**config.mk**
```make
export PLATFORM = sky130hd
export DESIGN_NAME = alt_energy_pulser
export DESIGN_NICKNAME = d
export VERILOG_FILES = /design/src/rtl/pg_pkg.sv /design/src/rtl/pg_magnitude.sv /design/src/rtl/pg_energy_acc.sv /design/src/rtl/pg_pulse_seq.sv /design/src/rtl/alt_energy_pulser.sv
export SDC_FILE = /design/constraint.sdc
export NUM_CORES = 1
export LEC_CHECK = 0
export ABC_AREA = 1
export BUFFER_PORTS_ARGS = -buffer_cell sky130_fd_sc_hd__buf_2
export CAP_MARGIN = 0
export CORE_MARGIN = 1.5
export CORE_UTILIZATION = 45
export DETAILED_ROUTE_END_ITERATION = 8
export GPL_TIMING_DRIVEN = 1
export PLACE_DENSITY = 0.66
export SYNTH_ARGS = -nofsm -noshare
export SYNTH_HDL_FRONTEND = slang
export SYNTH_SLANG_ARGS = --single-unit
```
**constraint.sdc**
```tcl
create_clock -name clk -period 8.7 [get_ports clk]
set_clock_uncertainty 0.15 [all_clocks]
set_input_delay 0.435 -clock clk [delete_from_list [all_inputs] [get_ports clk]]
set_output_delay 0.435 -clock clk [all_outputs]
set_load 0.1 [all_outputs]
```
**src/rtl/pg_pkg.sv**
```systemverilog
package pg_pkg;
    // Stroke length in milliseconds; multiplied by the clocks-per-ms parameter.
    localparam int unsigned STROKE_MS = 250;

    // Which output line carries the next stroke.
    typedef enum logic {
        SIDE_A = 1'b0,
        SIDE_B = 1'b1
    } side_e;
endpackage

```
**src/rtl/pg_magnitude.sv**
```systemverilog
module pg_magnitude #(
    parameter int unsigned PWR_W = 16
) (
    input  logic [PWR_W-1:0] word_i,
    output logic [PWR_W-1:0] mag_o
);
    // Two's complement absolute value; the most negative code maps to 2^(PWR_W-1),
    // which is representable because the result is unsigned.
    always_comb begin
        if (word_i[PWR_W-1]) begin
            mag_o = ~word_i + PWR_W'(1);
        end else begin
            mag_o = word_i;
        end
    end
endmodule

```
**src/rtl/pg_energy_acc.sv**
```systemverilog
module pg_energy_acc #(
    parameter int unsigned PWR_W         = 16,
    parameter int unsigned WORDS_PER_SEC = 10,
    parameter int unsigned PEND_W        = 4,
    parameter int unsigned ACC_W         = 24
) (
    input  logic              clk,
    input  logic              rst,
    input  logic              add_en,
    input  logic [PWR_W-1:0]  mag_i,
    input  logic [1:0]        rate_sel,
    input  logic              take_i,
    output logic [PEND_W-1:0] pend_o
);
    localparam logic [ACC_W-1:0]  THR_BASE = ACC_W'(WORDS_PER_SEC) << PWR_W;
    localparam logic [PEND_W-1:0] PEND_MAX = '1;

    typedef struct packed {
        logic [ACC_W-1:0]  acc;
        logic [PEND_W-1:0] pend;
    } acc_st_t;

    acc_st_t          st_d, st_q;
    logic [ACC_W-1:0] thr;
    logic [ACC_W:0]   sum;
    logic [ACC_W-1:0] acc_in;
    logic             room;
    logic             inc;

    always_comb begin
        thr    = THR_BASE >> rate_sel;
        sum    = {1'b0, st_q.acc} + (add_en ? (ACC_W+1)'(mag_i) : '0);
        acc_in = sum[ACC_W] ? '1 : sum[ACC_W-1:0];
        // A crossing is booked only when the pending counter can take it;
        // otherwise the energy stays in the accumulator for a later cycle.
        room   = (st_q.pend != PEND_MAX) || take_i;
        inc    = (st_q.acc >= thr) && room;
        st_d.acc  = inc ? (acc_in - thr) : acc_in;
        st_d.pend = st_q.pend + PEND_W'(inc) - PEND_W'(take_i);
    end

    always_ff @(posedge clk) begin
        if (rst) begin
            st_q <= '0;
        end else begin
            st_q <= st_d;
        end
    end

    assign pend_o = st_q.pend;
endmodule

```
**src/rtl/pg_pulse_seq.sv**
```systemverilog
module pg_pulse_seq
    import pg_pkg::*;
#(
    parameter int unsigned PW_CYC = 1024000,
    parameter int unsigned CNT_W  = 20
) (
    input  logic clk,
    input  logic rst,
    input  logic pend_nz,
    output logic take_o,
    output logic out1_n,
    output logic out2_n
);
    typedef struct packed {
        logic             busy;
        logic [CNT_W-1:0] cnt;
        side_e            side;
        logic             o1_n;
        logic             o2_n;
    } seq_st_t;

    seq_st_t st_d, st_q;
    logic    take_c;

    always_comb begin
        st_d   = st_q;
        take_c = !st_q.busy && pend_nz;
        if (take_c) begin
            st_d.busy = 1'b1;
            st_d.cnt  = CNT_W'(PW_CYC - 1);
            if (st_q.side == SIDE_A) begin
                st_d.o1_n = 1'b0;
                st_d.side = SIDE_B;
            end else begin
                st_d.o2_n = 1'b0;
                st_d.side = SIDE_A;
            end
        end else if (st_q.busy) begin
            if (st_q.cnt == '0) begin
                st_d.busy = 1'b0;
                st_d.o1_n = 1'b1;
                st_d.o2_n = 1'b1;
            end else begin
                st_d.cnt = st_q.cnt - CNT_W'(1);
            end
        end
    end

    always_ff @(posedge clk) begin
        if (rst) begin
            st_q.busy <= 1'b0;
            st_q.cnt  <= '0;
            st_q.side <= SIDE_A;
            st_q.o1_n <= 1'b1;
            st_q.o2_n <= 1'b1;
        end else begin
            st_q <= st_d;
        end
    end

    assign take_o = take_c;
    assign out1_n = st_q.o1_n;
    assign out2_n = st_q.o2_n;
endmodule

```
**src/rtl/alt_energy_pulser.sv**
```systemverilog
module alt_energy_pulser
    import pg_pkg::*;
#(
    parameter int unsigned PWR_W         = 16,
    parameter int unsigned WORDS_PER_SEC = 10,
    parameter int unsigned CLK_PER_MS    = 4096,
    parameter int unsigned PEND_W        = 4
) (
    input  logic             clk,
    input  logic             rst,
    input  logic [PWR_W-1:0] pwr_word,
    input  logic             pwr_valid,
    input  logic [2:0]       freq_sel,
    output logic             pulse1_n,
    output logic             pulse2_n
);
    localparam int unsigned PW_CYC = STROKE_MS * CLK_PER_MS;
    localparam int unsigned CNT_W  = $clog2(PW_CYC + 1);
    localparam int unsigned ACC_W  = $clog2(WORDS_PER_SEC + 1) + PWR_W + 2;

    logic [PWR_W-1:0]  mag;
    logic [PEND_W-1:0] pend_cnt;
    logic              take;
    logic              sel_hi_unused;

    assign sel_hi_unused = freq_sel[2];

    pg_magnitude #(.PWR_W(PWR_W)) u_mag (
        .word_i (pwr_word),
        .mag_o  (mag)
    );

    pg_energy_acc #(
        .PWR_W        (PWR_W),
        .WORDS_PER_SEC(WORDS_PER_SEC),
        .PEND_W       (PEND_W),
        .ACC_W        (ACC_W)
    ) u_acc (
        .clk      (clk),
        .rst      (rst),
        .add_en   (pwr_valid),
        .mag_i    (mag),
        .rate_sel (freq_sel[1:0]),
        .take_i   (take),
        .pend_o   (pend_cnt)
    );

    pg_pulse_seq #(
        .PW_CYC(PW_CYC),
        .CNT_W (CNT_W)
    ) u_seq (
        .clk     (clk),
        .rst     (rst),
        .pend_nz (pend_cnt != '0),
        .take_o  (take),
        .out1_n  (pulse1_n),
        .out2_n  (pulse2_n)
    );
endmodule

```
==> summary.md, run 1 <==
In this run, post-CTS hold repair placed 0 buffers. In this run the critical register-to-register path is launched from u_acc.st_q[4]. The via count of the first global-routing pass is 3,986. The biggest area contributor in the post-synthesis netlist is dfxtp_1.

At the worst endpoint, the arrival time is 4.96 ns. The run gives 0 as the number of max-capacitance violations reported. For the worst setup path, the data required time is 8.76 ns.

The count of nets after finishing was 780; the switching power as a share of total power was 0.4857. The average wire per cell in the routed design is 11.82 um. The Yosys step of the flow raised 0 warnings. The placer's final routability congestion estimate is 0.9019, and the area of the placeable core is 0.009729 sq mm. The placed cell count came out at 846.

Entering global routing, the biggest net connects 28 pins. Root cell of the clock tree: clkbuf_8. The H-tree was split into 2 levels. The logs give 0 for the remaining global-route overflow and 0.01058 sq mm for the die footprint. The cell area that synthesis handed to floorplanning was 0.004488 sq mm. The synthesized netlist contains 45 unique library cells. For the maximum ir drop on the vdd rail, the log shows 181.3 uV. The run gives 0 as the DRC violation count after routing.

The tools report the final count of pins violating max slew as 0. The tools report the worst-case headroom to the max-slew limit as 0.4466. The tools report the proportion of power drawn by combinational gates as 0.577.

After detailed routing, the total wire length is 10,090 um. Counting every sink on the clock net gives 50. The critical path in this run is classified as primary input to register. STA classifies the critical path endpoint as a register.

By instance count, the cell type seen most on the critical path is nand2_1. The first global-routing pass estimated 17,260 um of wire. Setup violations remaining at the end of the flow were counted as 0.

The analysis attributes to cell leakage a power of 2.441 nW. The per-cell via count in the routed design was 4.952. From synthesis to final layout, the design area changed by 6.970%.

The tools report the count of buffers added by post-CTS timing repair for setup as 0. The cell with the largest stage delay on the worst path was nor2_4. The die is 102.9 um tall. The count of final hold-check violations was 0.

Number of flops mapped to enable cells by yosys: 0. Leaving out filler cells and counting taps, the final layout contains 853. The initial antenna violation count came out at 0. The proportion of synthesized chip area in sequential cells came out at 0.2230.

The commonest cells after synthesis are nand2_1 (162), inv_1 (99), nor2_1 (80). The final critical-path share of the clock period was 0.5631. The DRC marker count from the first detailed-route iteration came out at 107. The count of buffers added on input and output ports is 22. Each instance of the synthesized netlist takes up on average 6.384 sq um. The start point of the worst hold path was u_seq.out2_n. After synthesis the netlist holds a flip-flop and latch count of 50. The detailed router placed 4,224 vias in this run. Clock transition time at the flip-flop clock pins of the worst setup and hold paths: 0.10 ns. The die is 102.9 um wide. Ranked by total cell area, the synthesized netlist is headed by dfxtp_1 (22%), nand2_1 (14%), ha_1 (10%), inv_1 (8.3%), nor2_1 (6.7%). The fraction of final layout cells sized beyond drive strength 1 was 0.1264. The run finished with clean final reports.

For the top-level port count, the log shows 24. The minimum period implied by the final worst setup slack is 4.899 ns, and the global-route usage over all layers is 0.2029. The maximum clock insertion buffer count was 2. The run gives 0 as the post-cts repair resize count. TritonCTS built the clock tree. Layout filler cell count: 1,045. The floorplan has 36 rows. The fraction of registers with async set or reset after synthesis is 0. In this run the power density over the cells is 273.1 mW/mm^2.

The tools report the total nets after synthesis as 763. The sort of element at the start of the critical path is a primary input. In this design, the stage delay of the slowest critical-path cell is 0.34 ns.

For this run, the top clock speed supported by timing is 0.2041 GHz. Setup repair after global routing left no endpoint under its margin. In this run the remaining antenna-violating nets after routing total 0. 0 antenna diodes ended up in the layout. The final-layout setup total negative slack was 0 ns; the worst-skew pair later-pin latency was 0.32 ns. Top flip-flop cell by instance count after synthesis: dfxtp_1.

Among cell families on the critical path, the largest total delay comes from simple AND/OR/NAND/NOR gates. Launching instance or port of the critical path: pwr_word[1]. The min-delay analysis places its worst path in the category register to register.

For the detailed-routing iteration count for the pre-antenna-repair pass, the log shows 5. Synthesis produced 703 cells. In this run, CTS created clock tree buffers numbering 5.

For the pin with the worst max-slew slack, the measured transition is 0.8292 ns. Internal power comes to 0.6742 mW. For this design the total switching power over the nets is 0.6368 mW. The share of the synthesized area in the top cell type was 0.2230; the initial core utilization was 0.4613. The maximum fanout encountered on the critical timing path came out at 14. Most frequent cell after synthesis: nand2_1. Counting both buffers and inverters, the worst setup path holds a total of 4. The proportion of power drawn by flip-flops and latches was 0.295; the detailed placer's ending HPWL was 8099 um.

The run gives 0.128 as the clock power share.
## path summary, 6_finish.rpt
kind | cells past startpoint | slack [ns] | endpoint
max reg2reg | 22 | 4.74 | u_acc.st_q[25]
max | 30 | 3.80 | u_acc.st_q[25]
min reg2reg | 2 | 0.31 | u_seq.out2_n
min | 2 | 0.31 | u_seq.out2_n
## cells by family (layout without fill, tap and decap cells)
family	after synthesis	count (layout)	synth area share
AOI/OAI and AO/OA	119	119	0.1452
buffers and inverters	121	138	0.1082
xor gates and xnor gates	19	19	0.03708
and+or+nand+nor	356	356	0.3772
DFF	50	50	0.2230
adders and majority gates	38	38	0.1093
## area by class of cell
type | count | area, sq um | area share
Clock buffer | 5 | 68.82 | 0.01433
Inverter | 109 | 414.1 | 0.08627
Multi-Input combinational cell | 532 | 3002 | 0.6252
Timing Repair Buffer | 22 | 110.1 | 0.02293
Tap cell | 133 | 166.4 | 0.03466
Sequential cell | 50 | 1001 | 0.2085
Clock inverter | 2 | 38.79 | 0.008079
## worst reg2reg max path: cells and delay by family (launching register included)
kind | cells | cell delay (ns)
DFF | 1 | 0.31
adders and majority gates | 3 | 0.96
AOI/OAI and AO/OA | 1 | 0.16
and+or+nand+nor | 15 | 1.88
buffers and inverters | 3 | 0.36
## state kept, by name, summed over array words and instances (netlist names)
| signal | cells |
|---|---|
| u_acc.st_q | 22 |
| u_seq.st_q | 22 |
| u_acc.pend_o | 4 |
| u_seq.out1_n | 1 |
| u_seq.out2_n | 1 |
## cells in the final DEF, fill, tap and decap left out, types with 2 or more instances in the layout
cell type / n
a21oi_2: 3
nor4_1: 2
o21bai_1: 2
nand2_4: 2
dfxtp_1: 50
and2_1: 2
xnor2_1: 9
nor3_1: 8
inv_1: 99
fa_1: 2
o21ai_1: 5
nand4_1: 16
a21oi_1: 53
nand3_2: 10
nand3_1: 31
or2_1: 2
nor2_1: 80
nand2_2: 8
nor3_4: 2
clkbuf_8: 5
or2_2: 3
ha_1: 36
xor2_1: 10
nand2_1: 162
o21ai_0: 45
nor2_4: 9
inv_2: 9
nor2_2: 12
nand3b_1: 5
a211oi_1: 2
buf_2: 22
a31oi_1: 4
## metrics by stage
stage | total power [mW] | util | setup WS, ns | hold WS (ns) | cell area, sq um
2_1_floorplan | 1.010 | - | 4.584 | 0.2933 | 4488
3_3_place_gp | 1.122 | 0.4824 | 3.557 | 0.2917 | 4693
3_5_place_dp | 1.148 | 0.4824 | 3.459 | 0.2931 | 4693
4_1_cts | 1.318 | 0.4934 | 3.803 | 0.3149 | 4801
5_1_grt | 1.447 | 0.4934 | 3.326 | 0.3346 | 4801
6_report | 1.311 | 0.4934 | 3.801 | 0.3096 | 4801
## power groups by stage
stage	combinational [mW]	clock, mW	sequential, mW
after floorplan	0.612	0	0.398
after global placement	0.734	0	0.388
after detailed placement	0.757	0	0.391
after CTS	0.760	0.172	0.387
after global routing	0.869	0.179	0.399
final	0.757	0.167	0.387
## metal layers
| metal | global-route usage | part of all wire | routed length (um) | vias to the layer above |
|---|---|---|---|---|
| met5 | 0 | 0 | 0 | - |
| met4 | 0.05821 | 0.018 | 181 | 0 |
| met3 | 0.03051 | 0.019 | 187 | 17 |
| met2 | 0.3658 | 0.47 | 4724 | 42 |
| met1 | 0.2509 | 0.49 | 4992 | 1864 |
| li1 | - | - | - | 2301 |
No activity file was read; power rests on OpenSTA's default activity.
==> run 2, diff against run 1 <==
Clock period 8.7 ns to 5.1 ns, I/O delays scaled along.
==> run 2 against run 1 <==
Effect of this change: global-route usage rose by 0.28 points; core utilization is essentially flat; clock-buffer cell count increased by 1; worst setup slack got worse by 3.1 ns; die area unchanged; critical path depth decreased by 5; sequential cell count did not move; non-clock buffer count rose by 1; first-iteration DRC count is 34% higher; worst hold slack worse by 0.10 ns; sequential power up 71%; design area is essentially flat; critical endpoint unchanged.
==> summary.md, run 2 (same netlist as run 1, synthesis figures left out) <==
The flow ran to the end, and the final reports show no timing, DRC or antenna violations. The remaining global-route overflow is 0 (unchanged). The run gives 8288 um (was 8099 um) as the detailed placer's ending HPWL. The chip height was 102.9 um (unchanged).

The tools report the worst-skew pair later-pin latency as 0.32 ns (about the same). For the worst-case headroom to the max-slew limit, the log shows 0.4418 (was 0.4466). The maximum number of pins on one net before global-route repair came out at 28 (unchanged). The DRC marker count from the first detailed-route iteration was 143 (was 107); the minimum period implied by the final worst setup slack was 4.444 ns. Clock transition time at the flip-flop clock pins of the worst setup and hold paths: 0.10 ns (about the same). The data arrival time of the critical path is 4.51 ns (was 4.96 ns), and the clock power share is 0.117 (was 0.128). The run gives 0 (unchanged) as the initial antenna violation count. The final-layout setup total negative slack is 0 ns (unchanged), and the maximum fanout encountered on the critical timing path is 10 (was 14). The global-route usage over all layers came out at 0.2057 (was 0.2029). The die footprint is 0.01058 sq mm (unchanged), and the number of max-capacitance violations reported is 0 (unchanged). Net switching power: 1.098 mW (was 0.6368 mW).

Highest clock frequency the design can meet: 0.2250 GHz. The sort of element at the start of the critical path was a primary input (unchanged). Most common cell after layout, fill and taps aside: nand2_1 (unchanged). The tools report the post-cts repair resize count as 0 (unchanged). The final setup violation count came out at 0 (unchanged). The final count of pins violating max slew is 0 (unchanged), and the post-layout instance count excluding filler cells is 855 (was 853). The number of inserted diodes was 0 (unchanged); the total via count in the routed design was 4,345 (was 4,224).

The H-tree depth came out at 2 (unchanged). Leading cell types in the layout, fill and taps excluded: nand2_1 (162), inv_1 (99), nor2_1 (80) (unchanged). The placed cell count is 847 (was 846), and the actual transition at the worst max-transition pin is 0.8364 ns (was 0.8292 ns). The tools report the placer's final routability congestion estimate as 0.9235 (was 0.9019).

The logs give 0 (unchanged) for the hold-fix buffer count after cts and 0.585 (was 0.577) for the proportion of power drawn by combinational gates. For the global-route wire length before repair, the log shows 17,470 um (was 17,260 um). Total clock buffers created by CTS: 5 (unchanged).

Setup repair after global routing left no endpoint under its margin. The tools report the routed wire length as 10,310 um (was 10,090 um). For the DRC violation count after routing, the log shows 0 (unchanged). The area of the placeable core was 0.009729 sq mm (unchanged); the port buffer count was 22 (unchanged).

For the count of final hold-check violations, the log shows 0 (unchanged). The placement-stage cell area was 0.004701 sq mm (was 0.004693 sq mm). The die outline width was 102.9 um (unchanged). The via count of the first global-routing pass was 4,112 (was 3,986); the number of clock sinks was 50 (unchanged).

The required time at the worst-slack endpoint is 5.17 ns (was 8.76 ns). The tools report the smallest hold slack as 0.2092 ns (was 0.3096 ns). The startpoint-to-endpoint class of the critical path is primary input to register (unchanged).

The tools report the cell internal power dissipation as 1.116 mW (was 0.6742 mW). The tools report the proportion of power drawn by flip-flops and latches as 0.298 (was 0.295). For the count of buffers added by post-CTS timing repair for setup, the log shows 0 (unchanged).

The met2 layer usage reported by global route was 0.3709 (was 0.3658). TritonCTS built the clock tree. The initial core utilization came out at 0.4613 (unchanged).

The tools report the root cell of the clock tree as clkbuf_8 (unchanged). The top-level port count was 24 (unchanged). The maximum ir drop on the vdd rail came out at 416.1 uV (was 181.3 uV). The logs give 0.4933 (was 0.4934) for the share of the core filled with cells and 0.004800 sq mm (was 0.004801 sq mm) for the finished layout cell area. The cell area power density came out at 461.2 mW/mm^2 (was 273.1 mW/mm^2). The site row count is 36 (unchanged). Global routing met1 resource utilization: 0.2413 (was 0.2509). The switching power as a share of total power is 0.4960 (was 0.4857), and the leakage power is 2.439 nW (was 2.441 nW). The post-detailed-route count of antenna-violating nets came out at 0 (unchanged). Busiest layer in global routing: met2 (unchanged). The met3 layer usage reported by global route was 0.03390 (was 0.03051); the final critical-path share of the clock period was 0.8713.

The type of destination of the critical path is a register (unchanged). The fraction of final layout cells sized beyond drive strength 1 is 0.1288 (was 0.1264). The tools report the maximum clock insertion buffer count as 2 (unchanged). The count of nets after finishing is 781 (was 780), and the detailed-routing iteration count for the pre-antenna-repair pass is 4 (was 5). The average wire per cell in the routed design is 12.06 um (was 11.82 um).

The path type of the worst min-delay path was primary input to register (was register to register). The area added between synthesis and finish was 6.942% (was 6.970%); the per-cell via count in the routed design was 5.082 (was 4.952).
[run 2: cell types whose count changed in the layout (fill, tap and decap cells not counted)]
cell / change
clkinv_4: -1
clkbuf_8: +1
clkinvlp_4: +1
bufinv_16: -1
buf_4: +1
inv_6: +1
[run 2: area by class of cell]
class                           count  area, sq um
Fill cell                        1037         4930
Multi-Input combinational cell    532         3002
Sequential cell                    50         1001
Inverter                          109        414.1
Clock buffer                        6        82.58
Clock inverter                      2        16.27
Tap cell                          133        166.4
Timing Repair Buffer               23        117.6
[run 2: worst max-delay path, cell delays in order]
cell and delay (ns):
buf_2 0.12, nor3_1 0.25, nand2_1 0.11, nor3_1 0.33
nand3_1 0.19, nor4_1 0.47, ha_1 0.40, a21oi_1 0.26
nor2_1 0.11, nand4_1 0.08, nand2_1 0.09, nor2_4 0.10
inv_2 0.11, nor2_1 0.19, inv_1 0.06, ha_1 0.28
or2_2 0.30, nand3_1 0.10, o21ai_0 0.16, nand2_1 0.09
nand2_1 0.07, nor2_1 0.19, nand3_1 0.10, nand2_1 0.06
nor2_1 0.05
[run 2: final timing paths]
path | from | slack (ns) | end | depth (start not counted)
setup / recovery | pwr_word[2] | 0.66 | u_acc.st_q[25] | 25
hold / removal | rst | 0.21 | u_acc.pend_o[1] | 2
setup reg to reg | u_acc.st_q[4] | 1.39 | u_acc.st_q[25] | 20
hold reg to reg | u_seq.out2_n | 0.31 | u_seq.out2_n | 2
[run 2: per-stage QoR]
stage                     power [mW]  setup slack (ns)
after CTS                      2.231            0.6676
after global placement         1.914            0.4939
after global routing           2.461            0.2076
after detailed placement       1.962            0.3390
after floorplan                1.723             1.164
final                          2.214            0.6564
[run 2: per-layer routing]
layer  share of wire  up-vias
li1                -     2307
met1            0.47     1954
met4           0.033        0
met2            0.47       60
met5               0        -
met3           0.027       24
[run 2: power by group through the flow]
stage / Combinational, mW / Sequential [mW] / Clock, mW
after CTS: 1.30 / 0.659 / 0.267
after global placement: 1.25 / 0.662 / 0
final: 1.30 / 0.660 / 0.259
after floorplan: 1.04 / 0.678 / 0
after detailed placement: 1.30 / 0.667 / 0
after global routing: 1.50 / 0.683 / 0.280
==> run 3, diff against run 2 <==
Settings changed: CORE_UTILIZATION 45 to 40, PLACE_DENSITY 0.66 to 0.6.
==> run 3 against run 2 <==
Effect of this change: sequential cell count unchanged; first-iteration DRC count up 31%; clock-buffer cell count fell by 1; non-clock buffer count unchanged; sequential power about the same; critical endpoint unchanged; highest routed layer unchanged.
==> summary.md, run 3 (same netlist as run 1, synthesis figures left out) <==
The launching instance or port of the critical path is pwr_word[2] (unchanged). Path type of the worst min-delay path: primary input to register (unchanged). The tools report the type of destination of the critical path as a register (unchanged). The cell seen most often among critical-path stages was nand2_1 (unchanged). The area of the placeable core is 0.01089 sq mm (was 0.009729 sq mm), and the total clock buffers created by CTS is 5 (unchanged). The count of buffers added by post-CTS timing repair for setup is 0 (unchanged), and the final critical-path share of the clock period is 0.8518 (was 0.8713).

The number of max-capacitance violations reported came out at 0 (unchanged). The per-cell via count in the routed design works out to 5.079 (was 5.082). The post-layout instance count excluding filler cells is 861 (was 855), and the final setup violation count is 0 (unchanged). The maximum ir drop on the vdd rail was 300.1 uV (was 416.1 uV); the placer's final routability congestion estimate was 0.8599 (was 0.9235).

The run gives 0 (unchanged) as the remaining global-route overflow. The start point of the worst hold path was rst (unchanged). The launch instance of the worst register-to-register path is u_acc.st_q[4] (unchanged).

The number of clock sinks was 50 (unchanged). The smallest hold slack was 0.2055 ns (was 0.2092 ns); the placement-stage cell area was 0.004710 sq mm (was 0.004701 sq mm). The cell area power density is 461.2 mW/mm^2 (about the same), and the die outline width is 108.9 um (was 102.9 um). The cell with the largest stage delay on the worst path was ha_1 (was nor4_1).

For the site row count, the log shows 38 (was 36). The leakage power is 2.427 nW (was 2.439 nW), and the clock transition time at the flip-flop clock pins of the worst setup and hold paths is 0.10 ns (about the same). Required time at the worst-slack endpoint: 5.18 ns (was 5.17 ns).

The H-tree depth came out at 2 (unchanged). The maximum number of pins on one net before global-route repair was 28 (unchanged); the maximum fanout encountered on the critical timing path was 10 (unchanged). Hold-fix buffer count after cts: 0 (unchanged). The DRC marker count from the first detailed-route iteration came out at 187 (was 143).

The routed wire length was 10,850 um (was 10,310 um); the placement-stage worst setup slack was 0.4497 ns (was 0.3390 ns). The detailed-routing iteration count for the pre-antenna-repair pass was 7 (was 4); the die footprint was 0.01186 sq mm (was 0.01058 sq mm). Average wire per cell in the routed design: 12.60 um (was 12.06 um). The via count of the first global-routing pass is 4,312 (was 4,112). The tools report the initial antenna violation count as 0 (unchanged).

The minimum period implied by the final worst setup slack is 4.344 ns (was 4.444 ns), and the count of final hold-check violations is 0 (unchanged). The run gives 0.2302 GHz (was 0.2250 GHz) as the highest clock frequency the design can meet. Setup repair after global routing left no endpoint under its margin. TritonCTS built the clock tree. For the detailed placer's ending HPWL, the log shows 8535 um (was 8288 um).

The sort of element at the start of the critical path was a primary input (unchanged). The total via count in the routed design was 4,373 (was 4,345); the share of the core filled with cells was 0.4402 (was 0.4933). The area added between synthesis and finish is 6.802% (was 6.942%). The port buffer count was 22 (unchanged). The final count of pins violating max slew was 0 (unchanged). The finished layout cell area is 0.004793 sq mm (was 0.004800 sq mm), and the maximum clock insertion buffer count is 2 (unchanged). The root cell of the clock tree is clkbuf_8 (unchanged).

The chip height was 108.9 um (was 102.9 um). The layout filler cell count is 1,189 (was 1,037), and the final-layout setup total negative slack is 0 ns (unchanged). The post-cts repair resize count came out at 0 (unchanged). Startpoint-to-endpoint class of the critical path: primary input to register (unchanged). Leading cell types in the layout, fill and taps excluded: nand2_1 (162), inv_1 (99), nor2_1 (80) (unchanged). The tools report the overall power as 2.211 mW (was 2.214 mW). The global-route usage over all layers is 0.1955 (was 0.2057). The run gives 0.4537 (was 0.4418) as the worst-case headroom to the max-slew limit.

For the global-route wire length before repair, the log shows 18,660 um (was 17,470 um). The actual transition at the worst max-transition pin is 0.8186 ns (was 0.8364 ns). The worst path setup slack after routing is 0.7560 ns (was 0.6564 ns), and the fraction of final layout cells sized beyond drive strength 1 is 0.1276 (was 0.1288). The post-detailed-route count of antenna-violating nets was 0 (unchanged); the DRC violation count after routing was 0 (unchanged). Most common cell after layout, fill and taps aside: nand2_1 (unchanged). The worst-skew pair later-pin latency is 0.32 ns (about the same), and the count of nets after finishing is 781 (unchanged). Initial core utilization: 0.4122 (was 0.4613). The flow ran to the end, and the final reports show no timing, DRC or antenna violations. The top-level port count is 24 (unchanged), and the number of inserted diodes is 0 (unchanged). For the data arrival time of the critical path, the log shows 4.42 ns (was 4.51 ns).

The placed cell count is 854 (was 847). The stage delay of the slowest cell on the critical path came out at 0.34 ns (was 0.47 ns).
==> run 3: cell count changes in the layout (fill, tap and decap cells not counted) <==
cell	change
clkbuf_8	-1
clkinvlp_4	+1
inv_6	-1
==> run 3: layer usage <==
layer | global-route usage | wire length [um] | vias to the layer above
met1 | 0.2338 | 4996 | 1985
li1 | - | - | 2297
met4 | 0.05075 | 146 | 0
met5 | 0 | 0 | -
met3 | 0.02271 | 364 | 16
met2 | 0.3661 | 5344 | 75
==> run 3: critical path: cells and delay by family <==
| kind | cells | cell delay (ns) |
|---|---|---|
| AND/OR/NAND/NOR | 20 | 2.64 |
| AO/OA/AOI/OAI | 4 | 0.55 |
| adder cells (fa/ha/maj) | 2 | 0.61 |
| buffers and inverters | 4 | 0.37 |
==> run 3: path summary, 6_finish.rpt <==
check        slack, ns  depth (start not counted)              end
max reg2reg       1.51                         20   u_acc.st_q[25]
min               0.21                          2  u_acc.pend_o[1]
min reg2reg       0.32                          2     u_seq.out2_n
max               0.76                         30   u_acc.st_q[25]
==> run 3: power by group <==
group          switching (mW)  internal, mW
registers               0.129         0.532
logic                   0.829         0.472
clock network           0.154        0.0943
total                    1.11          1.10
==> run 3: cell type report <==
class | instances | area (sq um) | share of cell area
Multi-Input combinational cell | 532 | 3002 | 0.6262
Sequential cell | 50 | 1001 | 0.2088
Inverter | 109 | 414.1 | 0.08640
Tap cell | 140 | 175.2 | 0.03654
Timing Repair Buffer | 23 | 117.6 | 0.02454
Clock buffer | 5 | 68.82 | 0.01436
Clock inverter | 2 | 15.01 | 0.003132
